`src/rtl/board_regs_pkg.sv`:
```
`timescale 1ns/1ps
package board_regs_pkg;
  localparam int DATA_W   = 32;
  localparam int DECODE_W = 20;
  localparam int CELLS    = DATA_W / 4;
  localparam int IDX_W    = $clog2(CELLS);

  localparam logic [DECODE_W-1:0] OFF_SWITCH = 20'h00000;
  localparam logic [DECODE_W-1:0] OFF_STATUS = 20'h00008;
  localparam logic [DECODE_W-1:0] OFF_LED    = 20'h00100;
  localparam logic [DECODE_W-1:0] OFF_WORD   = 20'h00410;
  localparam logic [DECODE_W-1:0] OFF_CHAR0  = 20'h00418;
  localparam logic [DECODE_W-1:0] OFF_CHARN  = OFF_CHAR0 + DECODE_W'((CELLS - 1) * 8);
  localparam logic [DECODE_W-1:0] OFF_SOFT   = 20'h00500;
  localparam logic [DECODE_W-1:0] OFF_GP     = 20'h00600;
  localparam logic [DECODE_W-1:0] OFF_I2CIN  = 20'h00700;
  localparam logic [DECODE_W-1:0] OFF_I2COE  = 20'h00708;
  localparam logic [DECODE_W-1:0] OFF_I2COUT = 20'h00710;
  localparam logic [DECODE_W-1:0] OFF_I2CSEL = 20'h00718;

  localparam logic [DATA_W-1:0] SOFT_KEY = 32'h0000_0042;
  localparam logic [7:0]        BLANK    = 8'h20;

  typedef enum logic [3:0] {
    RD_ZERO, RD_STATUS, RD_LED, RD_CHAR, RD_GP,
    RD_I2CIN, RD_OE, RD_I2COUT, RD_SEL
  } rdSel_e;

  typedef struct packed {
    logic             wrLed;
    logic             wrWord;
    logic             wrChar;
    logic [IDX_W-1:0] charIdx;
    logic             wrSoft;
    logic             wrGp;
    logic             wrOe;
    logic             wrI2cOut;
    logic             wrSel;
    logic             rdEn;
    rdSel_e           rdSel;
    logic             badHit;
  } strobe_t;

  function automatic logic [7:0] hexChar(input logic [3:0] n);
    return (n < 4'd10) ? (8'h30 + {4'h0, n}) : (8'h37 + {4'h0, n});
  endfunction
endpackage

```
`src/rtl/board_regs_ctrl.sv`:
```
`timescale 1ns/1ps
module board_regs_ctrl
  import board_regs_pkg::*;
(
  input  logic              clk,
  input  logic              rstN,
  input  logic              reqValid,
  input  logic              reqWrite,
  input  logic [DATA_W-1:0] reqAddr,
  output strobe_t           stb
);
  logic [DECODE_W-1:0] off;
  logic [DECODE_W-1:0] charOff;
  logic                wr;
  logic                mapped;
  logic                charHit;

  assign off     = reqAddr[DECODE_W-1:0];
  assign charOff = off - OFF_CHAR0;
  assign wr      = reqValid & reqWrite;
  assign charHit = (off >= OFF_CHAR0) && (off <= OFF_CHARN) && (off[2:0] == 3'b000);

  always_comb begin
    stb         = '0;
    stb.rdSel   = RD_ZERO;
    stb.rdEn    = reqValid & ~reqWrite;
    stb.charIdx = charOff[IDX_W+2:3];
    mapped      = 1'b1;
    if (off == OFF_SWITCH) begin
      stb.rdSel = RD_ZERO;
    end else if (off == OFF_STATUS) begin
      stb.rdSel = RD_STATUS;
    end else if (off == OFF_LED) begin
      stb.rdSel = RD_LED;
      stb.wrLed = wr;
    end else if (off == OFF_WORD) begin
      stb.wrWord = wr;
    end else if (charHit) begin
      stb.rdSel  = RD_CHAR;
      stb.wrChar = wr;
    end else if (off == OFF_SOFT) begin
      stb.wrSoft = wr;
    end else if (off == OFF_GP) begin
      stb.rdSel = RD_GP;
      stb.wrGp  = wr;
    end else if (off == OFF_I2CIN) begin
      stb.rdSel = RD_I2CIN;
    end else if (off == OFF_I2COE) begin
      stb.rdSel = RD_OE;
      stb.wrOe  = wr;
    end else if (off == OFF_I2COUT) begin
      stb.rdSel    = RD_I2COUT;
      stb.wrI2cOut = wr;
    end else if (off == OFF_I2CSEL) begin
      stb.rdSel = RD_SEL;
      stb.wrSel = wr;
    end else begin
      mapped = 1'b0;
    end
    stb.badHit = reqValid & ~mapped;
  end

  AST_ONE_WRITE_STROBE: assert property (@(posedge clk) disable iff (!rstN)
    $onehot0({stb.wrLed, stb.wrWord, stb.wrChar, stb.wrSoft, stb.wrGp,
              stb.wrOe, stb.wrI2cOut, stb.wrSel, stb.badHit & reqWrite}))
    else $error("write strobes overlap");
endmodule

```
`src/rtl/board_regs_dp.sv`:
```
`timescale 1ns/1ps
module board_regs_dp
  import board_regs_pkg::*;
#(
  parameter logic [DATA_W-1:0] STATUS_VALUE = 32'h0000_0002
)(
  input  logic                clk,
  input  logic                rstN,
  input  strobe_t             stb,
  input  logic [DATA_W-1:0]   reqWdata,
  input  logic                sdaIn,
  input  logic [7:0]          i2cExtIn,
  output logic                rspValid,
  output logic [DATA_W-1:0]   rspData,
  output logic [7:0]          ledBar,
  output logic [CELLS*8-1:0]  dispText,
  output logic [7:0]          gpOut,
  output logic [1:0]          i2cOe,
  output logic                i2cSel,
  output logic                sclOut,
  output logic                sdaOut,
  output logic                sysResetReq,
  output logic                badAddr
);
  logic [7:0]        cellReg [CELLS];
  logic [7:0]        inLatch;
  logic [DATA_W-1:0] rdNext;

  generate
    for (genvar g = 0; g < CELLS; g++) begin : g_cell
      always_ff @(posedge clk) begin
        if (!rstN)
          cellReg[g] <= BLANK;
        else if (stb.wrWord)
          cellReg[g] <= hexChar(reqWdata[DATA_W-1-4*g -: 4]);
        else if (stb.wrChar && (stb.charIdx == IDX_W'(g)))
          cellReg[g] <= reqWdata[7:0];
      end
      assign dispText[8*g +: 8] = cellReg[g];
    end
  endgenerate

  always_ff @(posedge clk) begin
    if (!rstN) begin
      ledBar      <= '0;
      gpOut       <= '0;
      i2cOe       <= '0;
      i2cSel      <= 1'b0;
      sclOut      <= 1'b0;
      sdaOut      <= 1'b0;
      sysResetReq <= 1'b0;
      badAddr     <= 1'b0;
      inLatch     <= '0;
    end else begin
      inLatch     <= i2cExtIn;
      sysResetReq <= stb.wrSoft && (reqWdata == SOFT_KEY);
      if (stb.badHit) badAddr <= 1'b1;
      if (stb.wrLed)  ledBar  <= reqWdata[7:0];
      if (stb.wrGp)   gpOut   <= reqWdata[7:0];
      if (stb.wrOe)   i2cOe   <= reqWdata[1:0];
      if (stb.wrSel)  i2cSel  <= reqWdata[0];
      if (stb.wrI2cOut) begin
        sclOut <= reqWdata[1];
        sdaOut <= reqWdata[0];
      end
    end
  end

  always_comb begin
    rdNext = '0;
    case (stb.rdSel)
      RD_STATUS: rdNext = STATUS_VALUE;
      RD_LED:    rdNext = DATA_W'(ledBar);
      RD_CHAR:   rdNext = DATA_W'(cellReg[stb.charIdx]);
      RD_GP:     rdNext = DATA_W'(gpOut);
      RD_I2CIN:  rdNext = DATA_W'({inLatch[7:1], sdaIn});
      RD_OE:     rdNext = DATA_W'(i2cOe);
      RD_I2COUT: rdNext = DATA_W'({sclOut, sdaOut});
      RD_SEL:    rdNext = DATA_W'(i2cSel);
      default:   rdNext = '0;
    endcase
  end

  always_ff @(posedge clk) begin
    if (!rstN) begin
      rspValid <= 1'b0;
      rspData  <= '0;
    end else begin
      rspValid <= stb.rdEn;
      rspData  <= stb.rdEn ? rdNext : '0;
    end
  end

  AST_SOFT_ONE_CYCLE: assert property (@(posedge clk) disable iff (!rstN)
    sysResetReq |=> !sysResetReq)
    else $error("reset request longer than one cycle");
  AST_LED_HOLD: assert property (@(posedge clk) disable iff (!rstN)
    !stb.wrLed |=> $stable(ledBar))
    else $error("LED bar changed without a write");
  AST_I2C_FORWARD: assert property (@(posedge clk) disable iff (!rstN)
    stb.wrI2cOut |=> (sclOut == $past(reqWdata[1])) && (sdaOut == $past(reqWdata[0])))
    else $error("I2C output not forwarded");
  AST_BAD_STICKY: assert property (@(posedge clk) disable iff (!rstN)
    badAddr |=> badAddr)
    else $error("bad-address flag cleared");
  AST_RSP_AFTER_READ: assert property (@(posedge clk) disable iff (!rstN)
    rspValid |-> $past(stb.rdEn))
    else $error("response without read");
endmodule

```
`src/rtl/board_regs.sv`:
```
`timescale 1ns/1ps
module board_regs
  import board_regs_pkg::*;
#(
  parameter logic [31:0] STATUS_VALUE = 32'h0000_0002
)(
  input  logic        clk,
  input  logic        rstN,
  input  logic        reqValid,
  input  logic        reqWrite,
  input  logic [31:0] reqAddr,
  input  logic [31:0] reqWdata,
  output logic        rspValid,
  output logic [31:0] rspData,
  output logic [7:0]  ledBar,
  output logic [63:0] dispText,
  output logic [7:0]  gpOut,
  output logic [1:0]  i2cOe,
  output logic        i2cSel,
  output logic        sclOut,
  output logic        sdaOut,
  input  logic        sdaIn,
  input  logic [7:0]  i2cExtIn,
  output logic        sysResetReq,
  output logic        badAddr
);
  strobe_t stb;

  board_regs_ctrl i_ctrl (
    .clk(clk), .rstN(rstN), .reqValid(reqValid), .reqWrite(reqWrite),
    .reqAddr(reqAddr), .stb(stb)
  );

  board_regs_dp #(.STATUS_VALUE(STATUS_VALUE)) i_dp (
    .clk(clk), .rstN(rstN), .stb(stb), .reqWdata(reqWdata),
    .sdaIn(sdaIn), .i2cExtIn(i2cExtIn),
    .rspValid(rspValid), .rspData(rspData), .ledBar(ledBar),
    .dispText(dispText), .gpOut(gpOut), .i2cOe(i2cOe), .i2cSel(i2cSel),
    .sclOut(sclOut), .sdaOut(sdaOut), .sysResetReq(sysResetReq),
    .badAddr(badAddr)
  );
endmodule

```
`config.mk`:
```
export PLATFORM = sky130hd
export DESIGN_NAME = board_regs
export DESIGN_NICKNAME = d
export VERILOG_FILES = /design/src/rtl/board_regs_pkg.sv /design/src/rtl/board_regs_ctrl.sv /design/src/rtl/board_regs_dp.sv /design/src/rtl/board_regs.sv
export SDC_FILE = /design/constraint.sdc
export NUM_CORES = 1
export LEC_CHECK = 0
export BUFFER_PORTS_ARGS = -buffer_cell sky130_fd_sc_hd__buf_2
export CORE_MARGIN = 5
export CORE_UTILIZATION = 47
export DETAILED_ROUTE_END_ITERATION = 8
export PLACE_DENSITY = 0.73
export SETUP_SLACK_MARGIN = 0.3
export SLEW_MARGIN = 20
export SYNTH_ARGS = -nofsm -noshare
export SYNTH_HDL_FRONTEND = slang
export SYNTH_SLANG_ARGS = --single-unit
```
`constraint.sdc`:
```
create_clock -name clk -period 1.9 [get_ports clk]
set_input_delay 0.095 -clock clk [delete_from_list [all_inputs] [get_ports clk]]
set_output_delay 0.095 -clock clk [all_outputs]
set_load 0.05 [all_outputs]
```
* Word-level counts from Yosys, hierarchy flattened
Memory sizes are Yosys's and may differ from the RTL's. Cells that the tools add are included.
Storage, ports and cells: register bits after elaboration 64, RAM bits 64, output and inout bits 120, memories 1
Cells by class: add/sub/neg operators 17, $lt $le $gt $ge 10, eq/ne operators 25, mux-type cells 105, bitwise logic cells 21, reductions and logical operators 15
Memories:
- i_dp.cellReg | words 8, width 8, rd ports 9, clocked after Yosys merged registers in 0, write ports 8, line board_regs_dp.sv:25 | logic [7:0] cellReg [CELLS];
Operator list (count):
- two-way mux 8 bit | 24
- equality test 20 x 11 -> 1 bit (second input constant) | 7
- adder 6 x 4 -> 7 bit (first input constant) | 16
- case mux 8 bit (8 select lines) | 1
- two-way mux 1 bit | 57
- two-way mux 4 bit | 12
- equality test 32 x 7 -> 1 bit (second input constant) | 1
- less-than comparator 4 bit (second input constant) | 8
- two-way mux 5 bit | 5
- equality test 20 x 4 -> 1 bit (second input constant) | 1
- equality test 20 x 9 -> 1 bit (second input constant) | 1
- greater-or-equal comparator 20 x 11 -> 1 bit (second input constant) | 1
- <= comparator 20 x 11 -> 1 bit (second input constant) | 1
- zero test 20 bit | 1
- equality test 4 x 3 -> 1 bit (second input constant) | 4
- bitwise OR 1 bit | 16
- equality test 3 bit (second input constant) | 4
- two-way mux 3 bit | 4
- logical AND 1 bit | 11
- equality test 4 x 2 -> 1 bit (second input constant) | 2
- equality test 3 x 2 -> 1 bit (second input constant) | 2
- zero test 3 bit | 2
- subtractor 6 x 5 -> 6 bit (second input constant) | 1
- equality test 4 x 1 -> 1 bit (second input constant) | 1
- other kinds (6) | 10

* Depth between registers and ports, before layout
depth in word-level cells 14, mapped depth 9

* Cells and area by module
A second synthesis with hierarchy kept.
Unflattened totals: cells, all modules 609, area total of the unflattened synthesis 6206.0 um2
Modules (own cells, without submodules):
- board_regs_dp | times used 1, cells an instance 541, area an instance 5686.7 um2, sequential area each 2702.6 um2
- board_regs_ctrl | times used 1, cells an instance 68, area an instance 519.2 um2, sequential area each 0.0 um2

* Worst setup path before layout
OpenSTA, ideal clock, no wires.
path type input port to flip-flop, start input reqAddr[4], end register i_dp.rspData[0], library setup time 0.134 ns, arrival time 1.939 ns, data required time 1.766 ns, path slack -0.173 ns, stages 9, buffers on the path 3, cells stage by stage buf_2 inv_1 ha_1 clkbuf_1 clkbuf_1 mux4_2 mux2_2 nand2_1 a21oi_1
On the way: cells in the longest elaborated chain, start to end 14
RTL lines:
- from (decl) | line board_regs.sv:11 | input logic [31:0] reqAddr,
- equality test 20 x 11 -> 1 bit | line board_regs_ctrl.sv:54 | end else if (off == OFF_I2CSEL) begin
- two-way mux 4 bit | line board_regs_ctrl.sv:54
- two-way mux 4 bit | line board_regs_ctrl.sv:51 | end else if (off == OFF_I2COUT) begin
- two-way mux 4 bit | line board_regs_ctrl.sv:48 | end else if (off == OFF_I2COE) begin
- two-way mux 4 bit | line board_regs_ctrl.sv:46 | end else if (off == OFF_I2CIN) begin
- two-way mux 4 bit | line board_regs_ctrl.sv:43 | end else if (off == OFF_GP) begin
- two-way mux 4 bit | line board_regs_ctrl.sv:41 | end else if (off == OFF_SOFT) begin
- two-way mux 4 bit | line board_regs_ctrl.sv:38 | end else if (charHit) begin
- two-way mux 4 bit | line board_regs_ctrl.sv:36 | end else if (off == OFF_WORD) begin
- two-way mux 4 bit | line board_regs_ctrl.sv:33 | end else if (off == OFF_LED) begin
- two-way mux 4 bit | line board_regs_ctrl.sv:31 | end else if (off == OFF_STATUS) begin
- two-way mux 4 bit | line board_regs_ctrl.sv:29 | if (off == OFF_SWITCH) begin
- equality test 4 bit (tied with other cells) | line board_regs_dp.sv:71 | case (stb.rdSel)
- case mux 8 bit (8 select lines) (*) | line board_regs_dp.sv:71
- to (signal assigned) | line board_regs_dp.sv:90 | rspData <= stb.rdEn ? rdNext : '0;
- to (decl) | line board_regs_dp.sv:14 | output logic [DATA_W-1:0] rspData,
Every way passes the cells marked *; elsewhere a longest branch is shown, timed or not. A chain may end at the register's enable or synchronous reset.

==> reports/metrics.cfg <==
[power]
combPwrFrac_pct = 22.9
power_density_nw_per_um2 = 648
seqPwrFrac_pct = 43.7
power.switching_fraction_pct = 32.2
peakVddDrop_v = 0.000419
internal_power_mw = 3.88
power.total_mw = 5.71
static-leakage-power_nw = 3.61
power_switching_mw = 1.84
p_clk_share_pct = 33.4

[clock_tree]
ctsLongestPathBuffers = 2
clock_buffer_count_from_cts = 9
clkSlewWorstSetupHoldPaths_ns = 0.08
cts.sink_count = 103
clock_latency_ns = 0.35
htree_levels = 3
clockRootBuffer = sky130_fd_sc_hd__clkbuf_16
tritoncts = yes

[synthesis]
dominantRegCellSynth = sky130_fd_sc_hd__edfxtp_1
synth-edff-count = 64
synthesis.area_per_instance_um2 = 10.2
post_synth_instance_area_um2 = 6250
post-synth-top-area-cell = sky130_fd_sc_hd__edfxtp_1
yosysUniqueCellTypes = 63
postSynthCellCount = 611
yosys_register_bits = 103
share_of_flip_flops_with_an_asynchronous_set_or_reset_after_synthesis_pct = 0
post_synth_main_area_contributors = sky130_fd_sc_hd__edfxtp_1 31%, sky130_fd_sc_hd__dfxtp_1 13%, sky130_fd_sc_hd__mux4_2 5.8%, sky130_fd_sc_hd__ha_1 4.4%, sky130_fd_sc_hd__buf_4 3.4%
yosys_warnings = 0
yosysTopAreaCellShare_pct = 30.8
seq_area_frac_synth_pct = 43.3

[worst_setup_path]
cp_cell_sequence = buf_2 > buf_4 > and3b_1 > o21bai_4 > nor2_4 > buf_4 > buf_12 > nor4_2 > a21o_1 > buf_12
cpMaxStageDelayCell = sky130_fd_sc_hd__nor4_2
worst_setup_path_start_kind = input port
setup.worst_path.class = input port to register
cp_top_family = buffers and inverters
arrival_ns = 1.81
timing.critical_path.to_type = register
required_ns = 1.96
worst-path-buf-inv = 5
critical_path_peak_fanout = 8
critical-path-max-stage-delay_ns = 0.35

[routing]
first_pass_iters = 8
finalWirelength_um = 21800
ant_nets = 0
detail_route.wl_per_cell_um = 21.0
detail_route.iter0.violations = 751
via_per_inst = 5.88
num_vias = 6105
drc_violation_count_after_routing = 0

[floorplanning]
die_y_um = 125
placement_rows = 42
boundaryPins = 197
core_region_area_um2 = 13100
die-area_um2 = 15700
chipWidth_um = 125
initial_util_pct = 47.5

[timing]
finClkSkew_ns = 0.00901
final.min_clock_period_ns = 1.75
achievable-frequency_mhz = 573
fin_worst_hold_slack_ns = 0.0741
final_min_period_over_clock_period_pct = 91.9
maxSlewHeadroom_pct = 52.1
report.final.slew_viol_count = 0
report.final.hold_viol_count = 0
report.final.setup_viol = 0
worstMarginPinSlew_ns = 0.711
rsz0062_at_grt = yes

[cells_and_area]
seq_area_um2 = 2700
drive_above_1_share_pct = 44.6
area_of_combinational_cells_with_multiple_inputs_um2 = 3570
finalInstanceArea_um2 = 8820
final_net_count = 955
area.growth.synth_to_final_pct = 41.1
utilization_pct = 67.1
leading_cell_type_in_the_layout_fill_and_taps_excluded = sky130_fd_sc_hd__buf_2
nFillCells = 983
layout.cells.most_common_list = 156 x sky130_fd_sc_hd__buf_2, 81 x sky130_fd_sc_hd__buf_4, 64 x sky130_fd_sc_hd__edfxtp_1, 49 x sky130_fd_sc_hd__nand2_1, 39 x sky130_fd_sc_hd__dfxtp_1

[grt]
grt_util_all_layers_pct = 26.6
grt_overflow = 0
grt_antenna_before_repair = 2
number_of_global_route_vias_before_repair = 6166
maximum_number_of_pins_on_one_net_before_global_route_repair = 30
grt_first_pass_wirelength_um = 33200

[job]
drv_cap = 0

[placement]
port_buffers = 159
dpl_cell_area_um2 = 7860
place_congestion = 0.972
detailed_place_hpwl_um = 16400

[min_path]
hold_path.class = input port to register

[status]
status = finished, final reports clean

[metal layers]
layer  global-route usage (%)  up-vias  routed length (um)
met5                        0        -                  13
met4                     13.3        2                1120
met3                     5.12       77                2220
met2                     45.2      434               10600
met1                     32.5     2891                7830
li1                         -     2701                   -
[synthesized netlist by cell type, drive strengths merged, types with 5 or more instances]
library cell,count
o22ai,18
xnor2,8
buf,42
nand4,7
nand3,16
and2,11
edfxtp,64
nor4,10
mux2i,21
mux4,16
a21o,6
nor2b,24
a21oi,34
a31o,5
nand2,52
mux2,9
o21ai,39
a31oi,9
and3,6
clkbuf,21
ha,22
inv,28
a222oi,6
nor3,18
nand2b,10
dfxtp,39
nor2,36
[through the flow]
stage	setup slack, ns	cells	setup TNS [ns]
final	0.154	1038	0
after global routing	0.0815	1038	0
after CTS	0.211	1028	0
after detailed placement	-0.300	994	-28.81
after global placement	-0.220	994	-22.01
after floorplan	-0.0669	634	-4.20
[flip-flops by register name (all words and copies together), names as in the netlist]
name,count
i_dp.badAddr,1
i_dp.cellReg,64
i_dp.gpOut,8
i_dp.i2cOe,2
i_dp.i2cSel,1
i_dp.inLatch,7
i_dp.ledBar,8
i_dp.rspData,8
i_dp.rspValid,1
i_dp.sclOut,1
i_dp.sdaOut,1
i_dp.sysResetReq,1
[repair_timing]
item	CTS	global route
buffers inserted	11	8
endpoints found under the setup margin	129	145
cloned	0	1
hold buffers	7	0
pin swaps	13	11
gates resized for setup	47	31
endpoints found under the hold margin	7	0
[layout make-up]
cell class | count | share of cell area [%]
Sequential cell | 103 | 30.7
Clock inverter | 6 | 0.667
Inverter | 28 | 1.19
Antenna cell | 1 | 0.0284
Clock buffer | 10 | 2.84
Multi-Input combinational cell | 440 | 40.4
Timing Repair Buffer | 274 | 21.7
Tap cell | 176 | 2.50
[cells by family (layout without fill, tap and decap cells)]
kind of cell / after synthesis / in the layout / synth area share (%)
other: 1 / 25 / 0.0600
muxes: 46 / 46 / 10.8
buffers and inverters: 91 / 318 / 7.63
and+or+nand+nor: 202 / 202 / 17.8
xor gates and xnor gates: 8 / 8 / 1.12
DFF: 103 / 103 / 43.3
AOI/OAI and AO/OA: 137 / 137 / 14.7
adders and majority gates: 23 / 23 / 4.57
[power groups by stage]
stage	clock network (mW)	registers, mW	logic, mW
finish	1.91	2.50	1.31
global route	2.00	2.50	1.37
CTS	1.89	2.49	1.27
detailed placement	0	2.55	1.22
global placement	0	2.54	1.21
floorplan	0	2.80	0.568
[tightest hold or removal path, delay by kind of cell]
| family | cells | cell delay, ns |
|---|---|---|
| and+or+nand+nor | 1 | 0.10 |
| buffers and inverters | 1 | 0.11 |
| AOI/OAI and AO/OA | 1 | 0.08 |
[worst paths after layout]
kind / slack [ns] / start / endpoint / cells after the start
max: 0.15 / reqAddr[4] / i_dp.cellReg[1][2] / 10
min: 0.07 / reqValid / i_dp.badAddr / 3
max reg2reg: 0.28 / i_dp.cellReg[5][1] / i_dp.rspData[1] / 4
min reg2reg: 0.52 / i_dp.badAddr / i_dp.badAddr / 2
Note: power is estimated with default switching activity, not from simulation.
